`src/rtl/wdrg_pkg.sv`:
```
package wdrg_pkg;

  typedef enum logic [1:0] {
    WD_LONG  = 2'd0,
    WD_MID   = 2'd1,
    WD_SHORT = 2'd2,
    WD_OFF   = 2'd3
  } wd_sel_e;

  // Period in ticks for a code; zero means the watchdog is off.
  function automatic int unsigned wd_limit(input logic [1:0] code,
                                           input int unsigned p_long,
                                           input int unsigned p_mid,
                                           input int unsigned p_short);
    case (code)
      WD_LONG:  return p_long;
      WD_MID:   return p_mid;
      WD_SHORT: return p_short;
      default:  return 0;
    endcase
  endfunction

  function automatic int unsigned max3(input int unsigned a,
                                       input int unsigned b,
                                       input int unsigned c);
    int unsigned m;
    m = (a > b) ? a : b;
    return (m > c) ? m : c;
  endfunction

endpackage

```
`src/rtl/wdrg_kick.sv`:
```
module wdrg_kick (
  input  logic clk,
  input  logic rst_n,
  input  logic wdi,
  output logic kick
);
  logic wdi_q;

  always_ff @(posedge clk or negedge rst_n) begin
    if (!rst_n) wdi_q <= 1'b0;
    else        wdi_q <= wdi;
  end

  assign kick = wdi_q & ~wdi;

  // a kick needs the line high one cycle earlier and low now
  a_r4_fall_only: assert property (@(posedge clk) disable iff (!rst_n)
    kick |-> ($past(wdi) && !wdi));
endmodule

```
`src/rtl/wdrg_timer.sv`:
```
module wdrg_timer
  import wdrg_pkg::*;
#(
  parameter int unsigned P_LONG  = 1400,
  parameter int unsigned P_MID   = 600,
  parameter int unsigned P_SHORT = 200
) (
  input  logic       clk,
  input  logic       rst_n,
  input  logic       tick,
  input  logic       hold,
  input  logic       kick,
  input  logic [1:0] code,
  output logic       expire
);
  localparam int unsigned PMAX = max3(P_LONG, P_MID, P_SHORT);
  localparam int unsigned CW   = $clog2(PMAX + 1);

  logic [CW-1:0] cnt;
  logic [1:0]    code_q;
  logic          code_chg;
  logic          restart;
  logic          enabled;
  logic [CW-1:0] last;

  assign code_chg = (code != code_q);
  assign restart  = kick | code_chg;
  assign enabled  = (wd_limit(code, P_LONG, P_MID, P_SHORT) != 0);
  assign last     = CW'(wd_limit(code, P_LONG, P_MID, P_SHORT) - 1);
  assign expire   = tick & ~hold & ~restart & enabled & (cnt == last);

  always_ff @(posedge clk or negedge rst_n) begin
    if (!rst_n) begin
      cnt    <= '0;
      code_q <= WD_LONG;
    end else begin
      code_q <= code;
      if (hold || restart || !enabled || expire) cnt <= '0;
      else if (tick)                             cnt <= cnt + 1'b1;
    end
  end

  a_r8_hold_clears: assert property (@(posedge clk) disable iff (!rst_n)
    hold |=> (cnt == '0));
  a_r9_restart_clears: assert property (@(posedge clk) disable iff (!rst_n)
    (restart && !tick) |=> (cnt == '0));
  a_r3_off_silent: assert property (@(posedge clk) disable iff (!rst_n)
    (code == WD_OFF) |-> !expire);
endmodule

```
`src/rtl/wdrg_release.sv`:
```
module wdrg_release #(
  parameter int unsigned RELEASE_TICKS = 200
) (
  input  logic clk,
  input  logic rst_n,
  input  logic tick,
  input  logic cause,
  output logic active
);
  localparam int unsigned RW = $clog2(RELEASE_TICKS + 1);

  logic [RW-1:0] rcnt;
  logic          done;

  assign done = active & tick & (rcnt == RW'(RELEASE_TICKS - 1));

  always_ff @(posedge clk or negedge rst_n) begin
    if (!rst_n) begin
      active <= 1'b1;
      rcnt   <= '0;
    end else if (cause) begin
      active <= 1'b1;
      rcnt   <= '0;
    end else if (done) begin
      active <= 1'b0;
      rcnt   <= '0;
    end else if (active && tick) begin
      rcnt <= rcnt + 1'b1;
    end
  end

  a_r7_cause_restarts: assert property (@(posedge clk) disable iff (!rst_n)
    cause |=> (active && rcnt == '0));
  a_r1_release_on_tick: assert property (@(posedge clk) disable iff (!rst_n)
    $fell(active) |-> $past(tick));
endmodule

```
`src/rtl/wdrg_top.sv`:
```
module wdrg_top #(
  parameter int unsigned P_LONG        = 1400,
  parameter int unsigned P_MID         = 600,
  parameter int unsigned P_SHORT       = 200,
  parameter int unsigned RELEASE_TICKS = 200
) (
  input  logic       clk,
  input  logic       rst_n,
  input  logic       tick_ms,
  input  logic       vcc_low,
  input  logic       wdi,
  input  logic [1:0] wd_code,
  output logic       reset_n
);
  logic kick;
  logic expire;
  logic active;
  logic cause;

  assign cause   = vcc_low | expire;
  assign reset_n = ~active;

  wdrg_kick u_kick (
    .clk   (clk),
    .rst_n (rst_n),
    .wdi   (wdi),
    .kick  (kick)
  );

  wdrg_timer #(
    .P_LONG  (P_LONG),
    .P_MID   (P_MID),
    .P_SHORT (P_SHORT)
  ) u_timer (
    .clk    (clk),
    .rst_n  (rst_n),
    .tick   (tick_ms),
    .hold   (active),
    .kick   (kick),
    .code   (wd_code),
    .expire (expire)
  );

  wdrg_release #(
    .RELEASE_TICKS (RELEASE_TICKS)
  ) u_release (
    .clk    (clk),
    .rst_n  (rst_n),
    .tick   (tick_ms),
    .cause  (cause),
    .active (active)
  );

  a_r5_expire_resets: assert property (@(posedge clk) disable iff (!rst_n)
    expire |=> !reset_n);
  a_r6_low_resets: assert property (@(posedge clk) disable iff (!rst_n)
    vcc_low |=> !reset_n);
endmodule

```
`config.mk`:
```
export PLATFORM = sky130hd
export DESIGN_NAME = wdrg_top
export DESIGN_NICKNAME = d
export VERILOG_FILES = /design/src/rtl/wdrg_pkg.sv /design/src/rtl/wdrg_kick.sv /design/src/rtl/wdrg_timer.sv /design/src/rtl/wdrg_release.sv /design/src/rtl/wdrg_top.sv
export SDC_FILE = /design/constraint.sdc
export NUM_CORES = 1
export LEC_CHECK = 0
export CORE_ASPECT_RATIO = 1.25
export CORE_MARGIN = 2
export CORE_UTILIZATION = 54
export CTS_BUF_LIST = sky130_fd_sc_hd__clkbuf_8
export CTS_CLUSTER_DIAMETER = 80
export DETAILED_ROUTE_END_ITERATION = 10
export PLACE_DENSITY = 0.77
export RECOVER_POWER = 100
export SLEW_MARGIN = 30
export SYNTH_ARGS = -nofsm -noshare
export SYNTH_HDL_FRONTEND = slang
export SYNTH_SLANG_ARGS = --single-unit
```
`constraint.sdc`:
```
create_clock -name clk -period 1.65 [get_ports clk]
set_clock_uncertainty 0.15 [all_clocks]
set_input_delay 0.4125 -clock clk [delete_from_list [all_inputs] [get_ports clk]]
set_output_delay 0.4125 -clock clk [all_outputs]
set_load 0.01 [all_outputs]
```
* Yosys cells after proc, flatten, opt, wreduce, memory -nomap -nowiden *
Index checks and enable logic that the tools add are counted.

storage, ports and cells
  flip-flop bits (word level) = 23
  latch bits = 0
  RAM bits = 0
  memory bits (read-only) = 0
  bits of input ports = 7
  output and inout bits = 1
  word-level logic and storage cells = 43
  memories kept = 0

cells by class
  $add $sub $neg = 3
  multipliers = 0
  divide/modulo/power cells = 0
  magnitude comparators = 0
  eq/ne operators = 5
  shift operators = 0
  mux-type cells = 8
  bitwise gates (word level) = 12
  reduce and logical (&&, ||, !) cells = 10

operators by type and width
  operator                                                                count
  11-bit case mux with 3 select lines                                     1
  32-bit nonzero test                                                     1
  8-bit 2-to-1 mux                                                        3
  11-bit 2-to-1 mux                                                       2
  11-bit by 1-bit adder with 11-bit output (second input constant)        1
  11-bit equality test                                                    1
  11-bit by 1-bit subtractor with 11-bit output (second input constant)   1
  8-bit by 1-bit adder with 8-bit output (second input constant)          1
  8-bit equality test (second input constant)                             1
  1-bit bitwise AND                                                       7
  2-bit nonzero test                                                      2
  1-bit logical OR                                                        3
  1-bit NOT                                                               3
  3-bit nonzero test                                                      1
  2-bit by 1-bit equality test with 1-bit output (second input constant)  1
  2-bit equality test (second input constant)                             1
  2-bit zero test                                                         1
  1-bit 2-to-1 mux                                                        2
  2-bit inequality test                                                   1
  1-bit bitwise OR                                                        2
  1-bit logical AND                                                       1
  1-bit zero test                                                         1

* Depth between registers and ports, before layout *
Gate-level depths: netlist of the first run.

  depth in word-level cells = 9
  mapped depth = 8
  gate-level depth less buffers = 7

* Cells and area by module *
From an unflattened synthesis of the first run, not the netlist that was laid out.

unflattened totals
  cells, all modules = 125
  area, all modules = 1256.2 um^2

modules (own cells, without submodules)
  module        times used  cells each  area an instance (um^2)  seq. area each (um^2)
  wdrg_timer    1           73          734.5                    325.3
  wdrg_release  1           48          473.0                    226.5
  wdrg_kick     1           2           38.8                     25.0
  wdrg_top      1           2           10.0                     0.0

* Least setup slack after synthesis of the first run *
OpenSTA, ideal clock, no wires.

  path type = input to register
  from = in wd_code[0]
  to = reg u_release.rcnt[0]
  setup time = 134 ps
  data arrival time = 1915 ps
  required time = 1366 ps
  setup slack = -549 ps
  stages on the path = 7
  path buffers = 0
  path through = inv_1 -> ha_1 -> or3_1 -> a22oi_2 -> o2111ai_2 -> o31ai_4 -> nor2_1

between the ends
  longest elaborated chain between the ends = 8
  elaborated cells on any way between the ends = 16
  classes of those cells = add/sub: 1; eq/ne: 4; mux: 2; bitwise: 6; reduce/logical: 3

ends and longest elaborated chain
  item                                                                                                   RTL line            RTL
  start, declared                                                                                        wdrg_top.sv:12      input logic [1:0] wd_code,
  parallel branches: the longest is 5 deep, another holds 11-bit by 1-bit subtractor with 11-bit output  --
  1-bit bitwise AND *                                                                                    wdrg_timer.sv:30    assign expire = tick & ~hold & ~restart & enabled & (cnt == last);
  1-bit bitwise OR *                                                                                     wdrg_top.sv:20      assign cause = vcc_low | expire;
  3-bit nonzero test (no line) or 8-bit 2-to-1 mux (tied branches)                                       --
  end signal, assigned                                                                                   wdrg_release.sv:28  rcnt <= rcnt + 1'b1;
  end, declared                                                                                          wdrg_release.sv:12  logic [RW-1:0] rcnt;

Every way passes the cells marked *.
A chain may end at the register's enable or synchronous reset.

* Final worst setup path of the first run *
  from = in wd_code[1]
  to = reg u_release.rcnt[6]

The elaborated chain is that of the path after synthesis.

==> results of run 1 <==
==> what timing repair did <==
item                                    in CTS  in global routing
endpoints found under the setup margin      21                 20
setup buffers                                1                  0
pin swaps                                    3                  6
gates cloned                                 1                  0
hold buffers                                 0                  0
resized for setup                           33                  2
==> metal layers <==
layer	part of all wire, %	GRT usage, %	routed length, um
met3	3.1	3.738	95
met5	0	0	0
met2	54	44.98	1643
met1	40	30.85	1212
met4	3.8	14.29	116
==> where the power goes <==
part	internal, mW	switching [mW]	total (mW)
clock network	0.169	0.191	0.360
registers	0.571	0.00553	0.576
logic	0.0679	0.0654	0.133
total	0.807	0.262	1.07
==> logic make-up after synthesis <==
group | synth area share (%)
buffers and inverters | 2.769
adders and majority gates | 5.935
and+or+nand+nor | 22.26
xor gates and xnor gates | 11.77
muxes | 0.7913
AOI/OAI and AO/OA | 10.88
DFF | 45.60
==> synthesized netlist by cell type <==
| library cell | number |
|---|---|
| dfrtp_1 | 22 |
| nor2_1 | 21 |
| nand2_1 | 11 |
| xor2_1 | 11 |
| nand3_1 | 7 |
| ha_1 | 6 |
| inv_1 | 6 |
| xnor2_1 | 6 |
| nand4_1 | 5 |
| a21oi_1 | 4 |
| and3_1 | 4 |
| o21ai_0 | 3 |
| and4_1 | 2 |
| clkbuf_1 | 2 |
| nor3_1 | 2 |
| or3_1 | 2 |
| a211oi_1 | 1 |
| a21o_1 | 1 |
| a22oi_2 | 1 |
| a311oi_1 | 1 |
| a31oi_1 | 1 |
| and2_1 | 1 |
| and2_2 | 1 |
| buf_2 | 1 |
| dfstp_2 | 1 |
| mux2i_1 | 1 |
| nor4b_1 | 1 |
| o2111ai_1 | 1 |
| o2111ai_2 | 1 |
| o211ai_1 | 1 |
| o21bai_1 | 1 |
| o31ai_4 | 1 |
| or4_1 | 1 |
==> worst max path at each step <==
stage / depth (start not counted) / startpoint / end / slack, ns
2_1_floorplan: 6 / wd_code[0] / u_release.rcnt[6]$_DFFE_PN0P_ / -0.31
3_3_place_gp: 9 / wd_code[1] / u_release.rcnt[6]$_DFFE_PN0P_ / -1.05
3_5_place_dp: 9 / wd_code[1] / u_release.rcnt[6]$_DFFE_PN0P_ / -1.11
4_1_cts: 9 / wd_code[0] / u_release.rcnt[6]$_DFFE_PN0P_ / -0.26
5_1_grt: 8 / wd_code[0] / u_release.active$_DFFE_PN1P_ / -0.27
6_report: 9 / wd_code[1] / u_release.rcnt[6]$_DFFE_PN0P_ / -0.23
==> through the flow <==
stage	std cells	TNS, ns	util [%]
floorplan	131	-5.567	-
global placement	190	-20.48	71.08
detailed placement	190	-21.28	71.08
CTS	196	-3.832	76.68
global route	196	-4.971	76.68
finish	196	-3.796	76.68
==> registers in the layout, summed over array words and instances (netlist names) <==
register,flops
u_kick.wdi_q,1
u_timer.cnt,11
u_release.rcnt,8
u_timer.code_q,2
u_release.active,1
==> placed cells by master (no fill, tap or decap), drive strengths merged, types with 3 or more instances in the layout <==
cell type  Yosys  final
a21oi          4      4
and3           4      4
buf            1     25
clkbuf         2      7
dfrtp         22     22
ha             6      6
inv            6      6
nand2         11     11
nand3          7      7
nand4          5      5
nor2          21     21
o21ai          3      3
xnor2          6      6
xor2          11     11
==> cell type report <==
| type | count | area (um^2) |
|---|---|---|
| Inverter | 6 | 32.53 |
| Clock buffer | 3 | 41.29 |
| Fill cell | 149 | 515.5 |
| Sequential cell | 23 | 576.8 |
| Timing Repair Buffer | 33 | 276.5 |
| Tap cell | 31 | 38.79 |
| Clock inverter | 1 | 5.005 |
| Multi-Input combinational cell | 99 | 724.4 |
==> worst register-to-register path, stage by stage (launching register included) <==
cell	delay, ns
dfrtp_1	0.40
or3_4	0.33
a22oi_2	0.19
o2111ai_2	0.16
o31ai_4	0.25
buf_6	0.16
a311oi_2	0.04
==> run_results.csv, run 1 <==
group,metric,value,unit
sta,slew_headroom,64.66,%
floorplan,die_h,58.11,um
setup_path,rrSetupSlack,-0.16,ns
clocking,clk_pin_slew,0.08,ns
sta,rsz0062_at_grt,"true",
sta,setup_viol,20,
clocking,cts_tree,"built",
setup_path,cp-end-kind,"flop",
floorplan,dieArea,0.002748,mm^2
detailed_routing,vias,1106,
setup_path,crit_type,"input pin to flop",
setup_path,path_max_fanout,5,
finish,num_antenna_cells,0,
hold_path,holdPathStages,2,
setup_path,required,1.64,ns
setup_path,path_delay_family,"compound AO/OA/AOI/OAI gates",
hold_path,min_from,"wd_code[0]",
setup_path,cp-start-kind,"input pin",
power,cellLeakagePower,0.7433,nW
synth,syn_nets,144,
setup_path,reg2reg_from,"u_timer.cnt[9]$_DFFE_PN0P_",
detailed_routing,vias_per_cell,5.643,
clocking,cts_buffers,3,
synth,postSynthAreaPerCell,9.656,um^2
detailed_routing,ant_nets,0,
setup_path,ff2ff_path_depth,6,
placement,hpwl,2045,um
grt,grt_use_total,26.59,%
detailed_routing,first_pass_iters,4,
grt,gr-total-overflow,0,
synth,ys_top_cells_by_area,"dfrtp_1 44%, xor2_1 7.6%, nor2_1 6.2%",
placement,dpl_cell_area,0.001572,mm^2
floorplan,ios,8,
sta,clock.fmax,532.2,MHz
floorplan,coreArea,0.002211,mm^2
clocking,htreeDepth,1,
sta,worst_hold_slack,0.2395,ns
power,ir_drop,0.0007213,V
grt,grt_pass1_wl,5071,um
clocking,clockBufferDepth,2,
detailed_routing,drt_iter0_markers,12,
finish,area_growth,34.03,%
setup_path,cp_num_buf_inv,3,
grt,grt_max_degree,14,
finish,stdcell_area,0.001695,mm^2
synth,synth_area,0.001265,mm^2
setup_path,crit_chain,"buf_12 -> inv_4 -> ha_4 -> or3_4 -> a22oi_2 -> o2111ai_2 -> o31ai_4 -> buf_6 -> a311oi_2",
detailed_routing,wl_per_cell,15.65,um
grt,first_global_vias,1142,
power,power_density,630.8,mW/mm^2
hold_path,min_to,"u_timer.code_q[0]$_DFF_PN0_",
synth,synth_warnings,0,
synth,synthCells,131,
setup_path,critPathArrivalTime,1.87,ns
placement,io_buffers,7,
sta,fin_ws,-0.2291,ns
setup_path,crit_slowest_cell,"or3_4",
hold_path,hold_path.class,"input pin to flop",
synth,ys_seq_area_share,45.60,%
clocking,cts_sinks,23,
detailed_routing,drc,0,
detailed_routing,drt-total-wl,3068,um
synth,ys_seq_elements,23,
synth,synth_cell_types,33,
setup_path,cp_slowest_stage_delay,0.36,ns
synth,synth_top_area_share,43.52,%
run_status,violations,"negative setup slack",
placement,routabilityCongestion,0.9031,
sta,tightest_slew,0.5302,ns
synth,yosysTopAreaCell,"dfrtp_1",
sta,min_period_over_period,113.9,%
placement,dp_slack,-1.106,ns
sta,fin_crit,1.879,ns
clocking,insertion_delay,0.27,ns
clocking,cts_root_buf,"clkbuf_8",
run_status,status,"finished with violations",
job,maxCapViolCount,0,
floorplan,initial_core_util,57.22,%
grt,antenna_found_initial,0,
finish,drive_above_1_share,29.09,%
sta,slew_violations,0,
floorplan,std_cell_rows,19,
finish,final_nets,179,
sta,hold_viol_final,0,
power,power.total,1.069,mW
setup_path,r2r_end,"u_release.rcnt[6]$_DFFE_PN0P_",
floorplan,die-width,47.29,um
No activity file was read; power rests on OpenSTA's default activity.
==> run 2, diff against run 1 <==
--- a/config.mk
+++ b/config.mk
@@ -6,7 +6,7 @@
 export NUM_CORES = 1
 export LEC_CHECK = 0
 export CORE_ASPECT_RATIO = 1.25
-export CORE_MARGIN = 2
+export CORE_MARGIN = 3
 export CORE_UTILIZATION = 54
 export CTS_BUF_LIST = sky130_fd_sc_hd__clkbuf_8
 export CTS_CLUSTER_DIAMETER = 80
==> run 2 against run 1 <==
  * The flow still finishes with violations (negative setup slack)
  * Global-route usage down 3.4 points
  * Die area increased by 7.8%
  * First-iteration DRC count increased by 67%
  * Combinational power about the same
  * Critical endpoint unchanged
  * Highest routed layer unchanged
==> run_results.csv, run 2 (same netlist as run 1, synthesis figures left out) <==
group,metric,value,unit
run_status,violations,"negative setup slack",
clocking,cts_tree,"built",
clocking,clockBufferDepth,2,
grt,gr-total-overflow,0,
finish,largest_register_ffs,11,
clocking,htreeDepth,1,
grt,antenna_found_initial,0,
clocking,cts_sinks,23,
run_status,status,"finished with violations",
power,cellLeakagePower,0.7496,nW
sta,slew_violations,0,
setup_path,critPathArrivalTime,1.88,ns
detailed_routing,first_pass_iters,4,
clocking,cts_buffers,3,
finish,num_antenna_cells,0,
sta,clock.fmax,528.6,MHz
sta,fin_crit,1.892,ns
hold_path,hold_path.class,"input pin to flop",
setup_path,required,1.64,ns
detailed_routing,vias,1086,
sta,hold_viol_final,0,
sta,tns,-3.755,ns
setup_path,path_max_fanout,5,
finish,stdcell_area,0.001743,mm^2
grt,grt_max_degree,14,
floorplan,dieArea,0.002963,mm^2
detailed_routing,wl_per_cell,15.09,um
placement,dpl_cell_area,0.001563,mm^2
setup_path,crit_type,"input pin to flop",
power,ir_drop,0.0006846,V
sta,tightest_slew,0.4745,ns
finish,final_nets,179,
detailed_routing,ant_nets,0,
sta,worst_hold_slack,0.2324,ns
placement,io_buffers,7,
floorplan,std_cell_rows,18,
sta,min_period_over_period,114.7,%
clocking,clk_pin_slew,0.08,ns
clocking,cts_root_buf,"clkbuf_8",
finish,area_growth,37.78,%
finish,final_cell_mix,"22 x dfrtp_1, 21 x buf_4, 11 x nor2_1, 11 x xor2_1, 11 x nand2_1",
setup_path,rrSetupSlack,-0.19,ns
power,power_density,609.4,mW/mm^2
floorplan,ios,8,
placement,routabilityCongestion,0.8305,
floorplan,coreArea,0.002095,mm^2
detailed_routing,vias_per_cell,5.569,
floorplan,die_h,60.11,um
job,maxCapViolCount,0,
detailed_routing,drt-total-wl,2943,um
finish,drive_above_1_share,35.15,%
sta,fin_ws,-0.2419,ns
clocking,cts_hold_buffers,0,
floorplan,die-width,49.29,um
grt,grt_use_total,23.23,%
grt,first_global_vias,1156,
finish,layout_commonest_cell,"dfrtp_1",
sta,slew_headroom,68.23,%
grt,grt_pass1_wl,5168,um
sta,rsz0062_at_grt,"true",
placement,hpwl,2001,um
finish,reg_top3,"u_timer.cnt (11), u_release.rcnt (8), u_timer.code_q (2)",
floorplan,initial_core_util,60.39,%
detailed_routing,drt_iter0_markers,20,
sta,setup_viol,20,
setup_path,cp-end-kind,"flop",
setup_path,cp-start-kind,"input pin",
clocking,insertion_delay,0.27,ns
detailed_routing,drc,0,
finish,top_register,"u_timer.cnt",
-- run 2: changes by cell type in the layout (fill, tap and decap cells not counted), moves of 2 or more --
cell,change
clkbuf_1,-2
clkdlybuf4s50_1,+2
dlygate4sd3_1,-2
nor2_1,-7
nor2_2,+6
-- run 2: metal layers --
| layer | up-vias | wire length, um | GRT usage (%) |
|---|---|---|---|
| li1 | 524 | - | - |
| met2 | 25 | 1548 | 42.91 |
| met1 | 523 | 1183 | 25.16 |
| met5 | - | 0 | 0 |
| met3 | 14 | 74 | 3.741 |
| met4 | 0 | 137 | 13.41 |
-- run 2: metrics by stage --
step | total power [mW] | setup WS, ns | util, % | instances
after floorplan | 0.6374 | -0.3142 | - | 131
after global placement | 0.6925 | -1.054 | 74.61 | 188
after detailed placement | 0.6972 | -1.110 | 74.61 | 188
after CTS | 1.056 | -0.2405 | 79.63 | 195
after global routing | 1.105 | -0.3266 | 83.21 | 195
final | 1.062 | -0.2419 | 83.21 | 195
-- run 2: power by group --
part / leakage [nW] / internal, mW / switching [mW]
sequential: 0.310 / 0.571 / 0.00590
combinational: 0.414 / 0.0665 / 0.0631
clock: 0.0255 / 0.169 / 0.187
total: 0.750 / 0.806 / 0.256
-- run 2: final cells by class --
| cell class | instances | area [um^2] |
|---|---|---|
| Sequential cell | 23 | 576.8 |
| Inverter | 6 | 30.03 |
| Fill cell | 124 | 351.6 |
| Clock buffer | 3 | 41.29 |
| Clock inverter | 1 | 5.005 |
| Multi-Input combinational cell | 99 | 767.0 |
| Tap cell | 30 | 37.54 |
| Timing Repair Buffer | 33 | 285.3 |
-- run 2: worst max-delay path, cell delays in order --
cell and delay [ns]:
buf_12 0.10, inv_6 0.03, ha_4 0.14, or3_4 0.38, a22oi_2 0.20, o2111ai_4 0.17
o31ai_4 0.24, buf_6 0.16, a311oi_2 0.05
-- run 2: worst paths after layout --
path                                        startpoint                             to  depth (start not counted)
hold / removal                              wd_code[1]    u_timer.code_q[1]$_DFF_PN0_                          2
min in group asynchronous                        rst_n  u_release.rcnt[2]$_DFFE_PN0P_                          1
setup / recovery                            wd_code[1]  u_release.rcnt[6]$_DFFE_PN0P_                          9
max in group asynchronous                        rst_n     u_timer.cnt[9]$_DFFE_PN0P_                          2
setup reg to reg           u_timer.cnt[10]$_DFFE_PN0P_  u_release.rcnt[6]$_DFFE_PN0P_                          6
hold reg to reg             u_timer.cnt[2]$_DFFE_PN0P_     u_timer.cnt[2]$_DFFE_PN0P_                          2
-- run 2: what timing repair did --
| item | 4_1_cts | 5_1_grt |
|---|---|---|
| cloned | 2 | 0 |
| buffers inserted | 1 | 0 |
| gates resized for setup | 25 | 22 |
| endpoints found under the setup margin | 21 | 21 |
| pin swaps | 9 | 3 |
| hold endpoints to repair | 0 | 0 |
